File: src/rtl/nlp_pkg.sv
package nlp_pkg;
   typedef enum logic [1:0] {
      TRG_NONE  = 2'd0,
      TRG_MISS  = 2'd1,
      TRG_FIRST = 2'd2
   } trg_kind_e;
endpackage

File: src/rtl/nlp_trigger_sel.sv
module nlp_trigger_sel
   import nlp_pkg::*;
#(
   parameter int NPORT = 4,
   parameter int AW    = 32
) (
   input  logic [NPORT-1:0]    acc_valid,
   input  logic [NPORT-1:0]    acc_miss,
   input  logic [NPORT-1:0]    acc_pmark,
   input  logic [NPORT*AW-1:0] acc_addr,
   output trg_kind_e           trg_kind,
   output logic [AW-1:0]       trg_addr,
   output logic [NPORT-1:0]    mark_clr
);
   // later ports override earlier ones: the last match in the scan wins
   always_comb begin
      trg_kind = TRG_NONE;
      trg_addr = '0;
      for (int i = 0; i < NPORT; i++) begin
         if (acc_valid[i] && acc_miss[i]) begin
            trg_kind = TRG_MISS;
            trg_addr = acc_addr[i*AW +: AW];
         end else if (acc_valid[i] && acc_pmark[i]) begin
            trg_kind = TRG_FIRST;
            trg_addr = acc_addr[i*AW +: AW];
         end
      end
   end

   for (genvar g = 0; g < NPORT; g++) begin : g_clr
      assign mark_clr[g] = acc_valid[g] & ~acc_miss[g] & acc_pmark[g];
   end
endmodule

File: src/rtl/nlp_stream_ctl.sv
module nlp_stream_ctl
   import nlp_pkg::*;
#(
   parameter int AW         = 32,
   parameter int LINE_BYTES = 64,
   parameter int MISS_DEPTH = 1,
   parameter int FU_DEPTH   = 4,
   parameter int CNT_W      = 3,
   parameter bit ALIGN_BASE = 1'b0
) (
   input  logic          clk,
   input  logic          rst_n,
   input  trg_kind_e     trg_kind,
   input  logic [AW-1:0] trg_addr,
   output logic          cand_valid,
   output logic [AW-1:0] cand_addr
);
   localparam logic [AW-1:0]    LINE_STEP = AW'(LINE_BYTES);
   localparam logic [AW-1:0]    LINE_MASK = AW'(LINE_BYTES - 1);
   localparam logic [CNT_W-1:0] MISS_CNT  = CNT_W'(MISS_DEPTH);
   localparam logic [CNT_W-1:0] FU_CNT    = CNT_W'(FU_DEPTH);

   logic [AW-1:0]    base_q;
   logic [CNT_W-1:0] cnt_q;
   logic [AW-1:0]    start_addr;
   logic [AW-1:0]    eff_base;
   logic [CNT_W-1:0] eff_cnt;

   if (ALIGN_BASE) begin : g_align
      assign start_addr = trg_addr & ~LINE_MASK;
   end else begin : g_raw
      assign start_addr = trg_addr;
   end

   always_comb begin
      unique case (trg_kind)
         TRG_MISS: begin
            eff_base = start_addr;
            eff_cnt  = MISS_CNT;
         end
         TRG_FIRST: begin
            eff_base = start_addr;
            eff_cnt  = FU_CNT;
         end
         default: begin
            eff_base = base_q;
            eff_cnt  = cnt_q;
         end
      endcase
   end

   assign cand_valid = (eff_cnt != '0);
   assign cand_addr  = eff_base + LINE_STEP;

   always_ff @(posedge clk or negedge rst_n) begin
      if (!rst_n) begin
         base_q <= '0;
         cnt_q  <= '0;
      end else if (cand_valid) begin
         base_q <= cand_addr;
         cnt_q  <= eff_cnt - 1'b1;
      end
   end
endmodule

File: src/rtl/nlp_issue_gate.sv
module nlp_issue_gate #(
   parameter int AW    = 32,
   parameter int KEY_W = 16
) (
   input  logic             cand_valid,
   input  logic [AW-1:0]    cand_addr,
   input  logic             line_present,
   input  logic             filt_hit,
   input  logic             pf_ready,
   output logic [KEY_W-1:0] probe_key,
   output logic             pf_valid,
   output logic [AW-1:0]    pf_addr,
   output logic             filt_ins,
   output logic [KEY_W-1:0] filt_ins_key
);
   assign probe_key    = cand_addr[KEY_W-1:0];
   assign pf_valid     = cand_valid & ~line_present & ~filt_hit;
   assign pf_addr      = cand_addr;
   assign filt_ins     = pf_valid & pf_ready;
   assign filt_ins_key = probe_key;
endmodule

File: src/rtl/nl_stream_prefetcher.sv
module nl_stream_prefetcher
   import nlp_pkg::*;
#(
   parameter int NPORT      = 4,
   parameter int AW         = 32,
   parameter int LINE_BYTES = 64,
   parameter int MISS_DEPTH = 1,
   parameter int FU_DEPTH   = 4,
   parameter int KEY_W      = 16,
   parameter bit ALIGN_BASE = 1'b0
) (
   input  logic                clk,
   input  logic                rst_n,
   input  logic [NPORT-1:0]    acc_valid,
   input  logic [NPORT-1:0]    acc_miss,
   input  logic [NPORT-1:0]    acc_pmark,
   input  logic [NPORT*AW-1:0] acc_addr,
   output logic [NPORT-1:0]    mark_clr,
   output logic                probe_valid,
   output logic [AW-1:0]       probe_addr,
   output logic [KEY_W-1:0]    probe_key,
   input  logic                line_present,
   input  logic                filt_hit,
   output logic                pf_valid,
   output logic [AW-1:0]       pf_addr,
   input  logic                pf_ready,
   output logic                filt_ins,
   output logic [KEY_W-1:0]    filt_ins_key
);
   localparam int MAX_DEPTH = (MISS_DEPTH > FU_DEPTH) ? MISS_DEPTH : FU_DEPTH;
   localparam int CNT_W     = $clog2(MAX_DEPTH + 1);

   if (NPORT < 1) begin : g_bad_nport
      $error("NPORT must be at least 1");
   end
   if ((LINE_BYTES < 1) || ((LINE_BYTES & (LINE_BYTES - 1)) != 0)) begin : g_bad_line
      $error("LINE_BYTES must be a power of two");
   end
   if ((KEY_W < 1) || (KEY_W > AW)) begin : g_bad_key
      $error("KEY_W must lie in 1..AW");
   end
   if ((MISS_DEPTH < 1) || (FU_DEPTH < 1)) begin : g_bad_depth
      $error("stream depths must be positive");
   end

   trg_kind_e     trg_kind;
   logic [AW-1:0] trg_addr;

   nlp_trigger_sel #(.NPORT(NPORT), .AW(AW)) u_sel (
      .acc_valid (acc_valid),
      .acc_miss  (acc_miss),
      .acc_pmark (acc_pmark),
      .acc_addr  (acc_addr),
      .trg_kind  (trg_kind),
      .trg_addr  (trg_addr),
      .mark_clr  (mark_clr)
   );

   nlp_stream_ctl #(
      .AW(AW), .LINE_BYTES(LINE_BYTES), .MISS_DEPTH(MISS_DEPTH),
      .FU_DEPTH(FU_DEPTH), .CNT_W(CNT_W), .ALIGN_BASE(ALIGN_BASE)
   ) u_stream (
      .clk        (clk),
      .rst_n      (rst_n),
      .trg_kind   (trg_kind),
      .trg_addr   (trg_addr),
      .cand_valid (probe_valid),
      .cand_addr  (probe_addr)
   );

   nlp_issue_gate #(.AW(AW), .KEY_W(KEY_W)) u_gate (
      .cand_valid   (probe_valid),
      .cand_addr    (probe_addr),
      .line_present (line_present),
      .filt_hit     (filt_hit),
      .pf_ready     (pf_ready),
      .probe_key    (probe_key),
      .pf_valid     (pf_valid),
      .pf_addr      (pf_addr),
      .filt_ins     (filt_ins),
      .filt_ins_key (filt_ins_key)
   );
endmodule

File: config.mk
export PLATFORM = sky130hd
export DESIGN_NAME = nl_stream_prefetcher
export DESIGN_NICKNAME = d
export VERILOG_FILES = /design/src/rtl/nlp_pkg.sv /design/src/rtl/nlp_trigger_sel.sv /design/src/rtl/nlp_stream_ctl.sv /design/src/rtl/nlp_issue_gate.sv /design/src/rtl/nl_stream_prefetcher.sv
export SDC_FILE = /design/constraint.sdc
export NUM_CORES = 1
export LEC_CHECK = 0
export ABC_AREA = 1
export BUFFER_PORTS_ARGS = -buffer_cell sky130_fd_sc_hd__buf_2
export CAP_MARGIN = 20
export CORE_UTILIZATION = 40
export CTS_BUF_LIST = sky130_fd_sc_hd__clkbuf_4 sky130_fd_sc_hd__clkbuf_8
export DETAILED_ROUTE_END_ITERATION = 8
export PLACE_DENSITY_LB_ADDON = 0.15
export SETUP_SLACK_MARGIN = 0.1
export SLEW_MARGIN = 10
export SYNTH_ARGS = -nofsm -noshare
export SYNTH_HDL_FRONTEND = slang
export SYNTH_SLANG_ARGS = --single-unit
File: constraint.sdc
create_clock -name clk -period 6.66 [get_ports clk]
set_clock_uncertainty 0.05 [all_clocks]
set_input_delay 0.333 -clock clk [delete_from_list [all_inputs] [get_ports clk]]
set_output_delay 0.333 -clock clk [all_outputs]
set_load 0.1 [all_outputs]
# Yosys cells after proc, flatten, opt, wreduce, memory -nomap -nowiden
# Cells that the tools add are included.
[totals]
register_bits = 35
in_bits = 145
output_inout_bits = 103
elab_cells = 51
[op_classes]
add_sub_neg = 2
eq_ne = 2
n_mux = 18
bitwise = 17
n_reduce_logical = 10
[op_table]
columns = ["operator", "count"]
rows = [
  ["two-way mux 32 bit", 9],
  ["adder 32 x 7 -> 32 bit, second input constant", 1],
  ["two-way mux 2 bit", 8],
  ["AND 1 bit", 11],
  ["logical AND 1 bit", 8],
  ["NOT 1 bit", 6],
  ["case mux 3 bit (2 select lines)", 1],
  ["nonzero test 3 bit", 1],
  ["subtractor 3 x 1 -> 3 bit, second input constant", 1],
  ["== test 2 x 1 -> 1 bit, second input constant", 1],
  ["== test 2 bit, second input constant", 1],
  ["OR reduction 2 bit", 1],
]

# Logic depth before layout (Yosys ltp)
[depth]
depth_word = 15
mapped_depth = 24
mapped_depth_nobuf = 22

# By module
# Synthesis repeated with hierarchy kept, for this count alone.
[unflattened]
cells_unflattened = 787
hier_area_um2 = 4519.3
[modules_own_cells]
columns = ["module", "n_inst", "cells_each", "area_each_um2", "seq_area_each_um2"]
rows = [
  ["nlp_stream_ctl", 1, 412, 2647.5, 875.8],
  ["nlp_trigger_sel", 1, 305, 1360.1, 0.0],
  ["nlp_issue_gate", 1, 70, 511.7, 0.0],
]

# Least setup slack after synthesis
# Ideal clock, no wire load.
[synth_path]
path_kind = "in2out"
start = "in acc_pmark[0]"
end = "out probe_addr[18]"
arrival_ns = 5.942
t_required_ns = 6.277
slack_ns = 0.335
path_stages = 21
path_buffers = 3
cell_sequence = "nand2_1 -> nor2_1 -> a21oi_1 -> o21ai_0 -> nand2_1 -> a21oi_1 -> inv_1 -> ha_1 -> buf_2 -> inv_2 -> buf_4 -> nor2_1 -> a21oi_4 -> ha_1 -> nand3_1 -> nor2_1 -> nand2_2 -> nor2_4 -> nand2_1 -> xor2_1 -> buf_4"
[synth_via]
elab_chain_len = 13
word_cells_on_any_way = 22
classes_between = "add/sub (1); eq/ne (2); mux (17); reduce/logical (2)"
[synth_rtl]
columns = ["element", "line", "rtl"]
rows = [
  ["start: declaration", "nl_stream_prefetcher.sv:16", "input logic [NPORT-1:0] acc_pmark,"],
  ["logical AND 1 bit *", "nlp_trigger_sel.sv:23", "end else if (acc_valid[i] && acc_pmark[i]) begin"],
  ["two-way mux 2 bit", "nlp_trigger_sel.sv:23", ""],
  ["two-way mux 2 bit", "nlp_trigger_sel.sv:20", "if (acc_valid[i] && acc_miss[i]) begin"],
  ["two-way mux 2 bit", "nlp_trigger_sel.sv:23", ""],
  ["two-way mux 2 bit", "nlp_trigger_sel.sv:20", ""],
  ["two-way mux 2 bit", "nlp_trigger_sel.sv:23", ""],
  ["two-way mux 2 bit", "nlp_trigger_sel.sv:20", ""],
  ["two-way mux 2 bit", "nlp_trigger_sel.sv:23", ""],
  ["two-way mux 2 bit", "nlp_trigger_sel.sv:20", ""],
  ["== test 2 x 1 -> 1 bit / == test 2 bit (equally long branches)", "nlp_stream_ctl.sv:36", "unique case (trg_kind)"],
  ["OR reduction 2 bit (no source line)", "--", ""],
  ["two-way mux 32 bit *", "nlp_stream_ctl.sv:36", ""],
  ["adder 32 x 7 -> 32 bit *", "nlp_stream_ctl.sv:53", "assign cand_addr = eff_base + LINE_STEP;"],
  ["end: declaration", "nl_stream_prefetcher.sv:20", "output logic [AW-1:0] probe_addr,"],
]
# Mark *: on every way between the ends. The rest lies on a longest branch, timed or not.

# Worst setup path in the final report
[layout_path]
start = "in acc_valid[0]"
end = "out probe_addr[18]"
[layout_via]
elab_chain_len = 13
word_cells_on_any_way = 23
classes_between = "add/sub (1); eq/ne (2); mux (17); reduce/logical (3)"
[layout_rtl]
columns = ["element", "line", "rtl"]
rows = [
  ["start: declaration", "nl_stream_prefetcher.sv:14", "input logic [NPORT-1:0] acc_valid,"],
  ["logical AND 1 bit", "nlp_trigger_sel.sv:23", ""],
  ["two-way mux 2 bit", "nlp_trigger_sel.sv:23", ""],
  ["two-way mux 2 bit", "nlp_trigger_sel.sv:20", ""],
  ["two-way mux 2 bit", "nlp_trigger_sel.sv:23", ""],
  ["two-way mux 2 bit", "nlp_trigger_sel.sv:20", ""],
  ["two-way mux 2 bit", "nlp_trigger_sel.sv:23", ""],
  ["two-way mux 2 bit", "nlp_trigger_sel.sv:20", ""],
  ["two-way mux 2 bit", "nlp_trigger_sel.sv:23", ""],
  ["two-way mux 2 bit", "nlp_trigger_sel.sv:20", ""],
  ["== test 2 x 1 -> 1 bit / == test 2 bit (equally long branches)", "nlp_stream_ctl.sv:36", ""],
  ["OR reduction 2 bit (no source line)", "--", ""],
  ["two-way mux 32 bit *", "nlp_stream_ctl.sv:36", ""],
  ["adder 32 x 7 -> 32 bit *", "nlp_stream_ctl.sv:53", ""],
]
# Marked as above.

==> summary by stage <==
Run status
The flow ran to the end, and the final reports show no timing, DRC or antenna violations.

Global route
The overall global routing resource usage is 0.2484. Entering global routing, the biggest net connects 65 pins. The global-route wire length before repair is 22710 um.

The number of antenna violations at the first check in global routing came to 0. The via count of the first global-routing pass is 4670. The aggregate global routing overflow is 0.

STA
Of the available clock period, the critical path in the final layout requires 0.6682. The max-slew violation total from the final report is 0. The achievable clock frequency is 224.7 MHz. At the pin with the least slew margin, the transition time is 1.005 ns.

Setup repair after global routing left no endpoint under its margin. The final worst setup slack is 2.210 ns. Summed over all failing endpoints, the final setup total negative slack is 0 ns. The minimum clock period is 4.450 ns. Setup violations remaining at the end of the flow were counted as 0. Headroom to the max-slew limit came out at 0.3295.

The count of endpoints failing hold in the final timing report is 0.

Synth
The netlist uses 30 different library cells. For this run, the register share of the synthesized area comes to 0.1916. The synthesized netlist net count is 902. The cell count after synthesis came out at 752.

In the post-synthesis netlist, the biggest area contributors are sky130_fd_sc_hd__dfrtp_1, sky130_fd_sc_hd__nand2_1, sky130_fd_sc_hd__buf_4, sky130_fd_sc_hd__a21oi_1, sky130_fd_sc_hd__nor2_1. The synthesized design contains 35 register bits. During synthesis, Yosys emitted a total of 0 warnings.

Averaged over all synthesized cells, the footprint is 6.078 um2. The mapped netlist covers 4571 um2. The most area-hungry cell type in the Yosys netlist is sky130_fd_sc_hd__dfrtp_1. The area share of the largest cell type after synthesis is 0.1916.

Worst setup path
The start of the worst register-to-register path is u_stream.cnt_q[0]. The most critical setup path has its startpoint at acc_valid[0]. The critical path is of the in2out type.

Data arrives at the worst endpoint at 4.07 ns. The endpoint of the lowest-slack register-to-register path is u_stream.base_q[6]. STA classifies the critical path startpoint as an input port. STA classifies the critical path endpoint as a primary output. Across all register-to-register paths, the minimum setup slack is 4.17 ns. Following the worst setup path forward leads to its endpoint at probe_addr[18]. The data required time at the worst endpoint is 6.28 ns.

The highest fanout seen on the critical path is 42. The worst register-to-register path has a depth of 8.

Job
Max-cap violations in this run came to 0.

Clocking
CTS built an H-tree with a depth of 2. The number of setup buffers added after CTS is 0. Buffers inserted during clock tree synthesis total 5. The cell sitting at the root of the clock tree is a sky130_fd_sc_hd__clkbuf_8. After clock tree synthesis, the repair step resized 0 gates.

The clock reaches the later pin of the worst-skew pair after 0.30 ns. The post-CTS clock slew at the launch and capture registers of the worst setup and hold paths is 0.08 ns. The CTS tree is built. The clock passes through at most 2 buffers.

Buffers inserted to repair hold after CTS numbered 0. For this design, the sink count on the clock tree is 35.

Placement
The weighted congestion at the end of routability-driven global placement is 0.8408. Detailed placement ended at an HPWL of 11190 um. The pre-CTS setup slack is 2.124 ns. Port buffering added 247 buffers. The number of cells in the design after placement is 1040.

Detailed routing
In the final routed layout, each cell accounts on average for 13.96 um. After detailed routing, the number of remaining DRC violations is 0. Summed over all layers, the routed wires come to 14640 um. The iteration-0 DRC count of the detailed router is 277. Using the TritonRoute via totals, the vias-per-cell ratio works out to 4.854. The detailed-router iteration count before antenna repair is 5.

The post-route antenna net violation count is 0. The final route contains 5087 vias.

Layout
The synthesis-to-finish area growth is 18.29%. The number of nets in the final layout is 1057. The final antenna diode count is 0.

Leaving out filler cells and counting taps, the final layout contains 1048. In the final layout, the share of cells above drive strength 1 is 0.3557. Fill cells in the final layout number 1239.

Floorplanning
The effective utilization at floorplan is 0.4162. The die is 108.9 um tall. The number of primary I/O pins is 248.

The floorplan step defined a core boundary enclosing 10980 um2. The full die area is 11860 um2. The initialized floorplan defines 38 standard-cell rows. In this run the horizontal extent of the chip is 108.9 um.

Min path
The class of the tightest hold or removal check is in2async.
[placed cells by master, fill, tap and decap left out, types with 2 or more instances in the layout]
cell,Yosys,final
sky130_fd_sc_hd__dfrtp_1,35,35
sky130_fd_sc_hd__a21oi_1,84,84
sky130_fd_sc_hd__nor2_4,7,7
sky130_fd_sc_hd__a21oi_2,7,7
sky130_fd_sc_hd__nor2_1,108,108
sky130_fd_sc_hd__inv_4,2,2
sky130_fd_sc_hd__clkbuf_8,0,5
sky130_fd_sc_hd__a21oi_4,3,3
sky130_fd_sc_hd__o21ai_2,8,8
sky130_fd_sc_hd__a22oi_1,6,6
sky130_fd_sc_hd__nand2_2,18,18
sky130_fd_sc_hd__o21ai_1,3,3
sky130_fd_sc_hd__xor2_2,5,5
sky130_fd_sc_hd__inv_1,36,36
sky130_fd_sc_hd__nand4_1,11,11
sky130_fd_sc_hd__nand3_1,43,42
sky130_fd_sc_hd__buf_2,14,247
sky130_fd_sc_hd__nor2_2,9,9
sky130_fd_sc_hd__xor2_1,10,10
sky130_fd_sc_hd__ha_1,5,5
sky130_fd_sc_hd__nand2_1,218,218
sky130_fd_sc_hd__nand2_4,4,4
sky130_fd_sc_hd__inv_2,2,2
sky130_fd_sc_hd__o21ai_0,24,24
sky130_fd_sc_hd__buf_4,71,2
[sequential cells by signal, indices dropped and copies added, names as in the netlist]
signal	flops
u_stream.base_q	32
u_stream.cnt_q	3
[worst max-delay path, cell delays in order]
cell                      delay (ns)
sky130_fd_sc_hd__buf_2          0.10
sky130_fd_sc_hd__nand2_1        0.07
sky130_fd_sc_hd__nor2_1         0.11
sky130_fd_sc_hd__a21oi_1        0.05
sky130_fd_sc_hd__o21ai_0        0.14
sky130_fd_sc_hd__nand2_1        0.07
sky130_fd_sc_hd__a21oi_1        0.17
sky130_fd_sc_hd__inv_1          0.06
sky130_fd_sc_hd__ha_1           0.30
sky130_fd_sc_hd__inv_2          0.56
sky130_fd_sc_hd__nor2_1         0.15
sky130_fd_sc_hd__a21oi_4        0.25
sky130_fd_sc_hd__ha_1           0.27
sky130_fd_sc_hd__nand3_1        0.09
sky130_fd_sc_hd__nor2_1         0.21
sky130_fd_sc_hd__nand2_2        0.15
sky130_fd_sc_hd__nor2_4         0.15
sky130_fd_sc_hd__nand2_1        0.08
sky130_fd_sc_hd__xor2_1         0.24
sky130_fd_sc_hd__buf_2          0.48
[worst min-delay path by stage]
stage	start	end	slack [ns]	cells after the start
2_1_floorplan	rst_n	u_stream.base_q[0]	-0.01	0
3_3_place_gp	u_stream.base_q[30]	u_stream.base_q[30]	0.41	2
3_5_place_dp	u_stream.base_q[30]	u_stream.base_q[30]	0.42	2
4_1_cts	rst_n	u_stream.base_q[11]	0.12	1
5_1_grt	rst_n	u_stream.base_q[11]	0.16	1
6_report	rst_n	u_stream.base_q[11]	0.09	1
[metal layers]
layer	up-vias	routed length [um]	global-route usage
li1	2644	-	-
met1	2218	6353	0.2996
met2	211	7097	0.4546
met3	14	981	0.03885
met4	0	203	0.06274
met5	-	0	0
[through the flow]
step | hold WS [ns] | utilization | area, um2
final | 0.08866 | 0.4923 | 5406
after global routing | 0.1617 | 0.4923 | 5406
after CTS | 0.1246 | 0.4923 | 5406
after detailed placement | 0.4158 | 0.4820 | 5294
after global placement | 0.4131 | 0.4820 | 5294
after floorplan | -0.01259 | - | 4571
[cells in the mapped netlist, drive strengths merged]
cell type	instances
o21ai	35
buf	93
a31oi	1
a22oi	6
nand3	43
ha	5
clkinv	1
xor2	15
nand4	11
dfrtp	35
a21oi	94
inv	40
nor2	124
nand2	240
clkbuf	8
xnor2	1
[kinds of logic after synthesis]
kind of cell	count (synthesis)	synth area share
compound gates	136	0.1722
xor+xnor	16	0.03887
fa+ha+maj	5	0.01369
simple gates	418	0.3939
flops	35	0.1916
buf+inv	142	0.1897
[final cells by class]
cell class,count,area (um2),share of cell area
inverters,41,158.9,0.02939
flip-flops and latches,35,875.8,0.1620
repair buffers,249,1251,0.2314
clock buffers,5,68.82,0.01273
multi-input cells,575,2833,0.5240
clock inverters,3,43.79,0.008100
well taps,140,175.2,0.03240
Power is not shown: default switching activity piles up to over one toggle a cycle in this logic, so the estimate is an artifact.
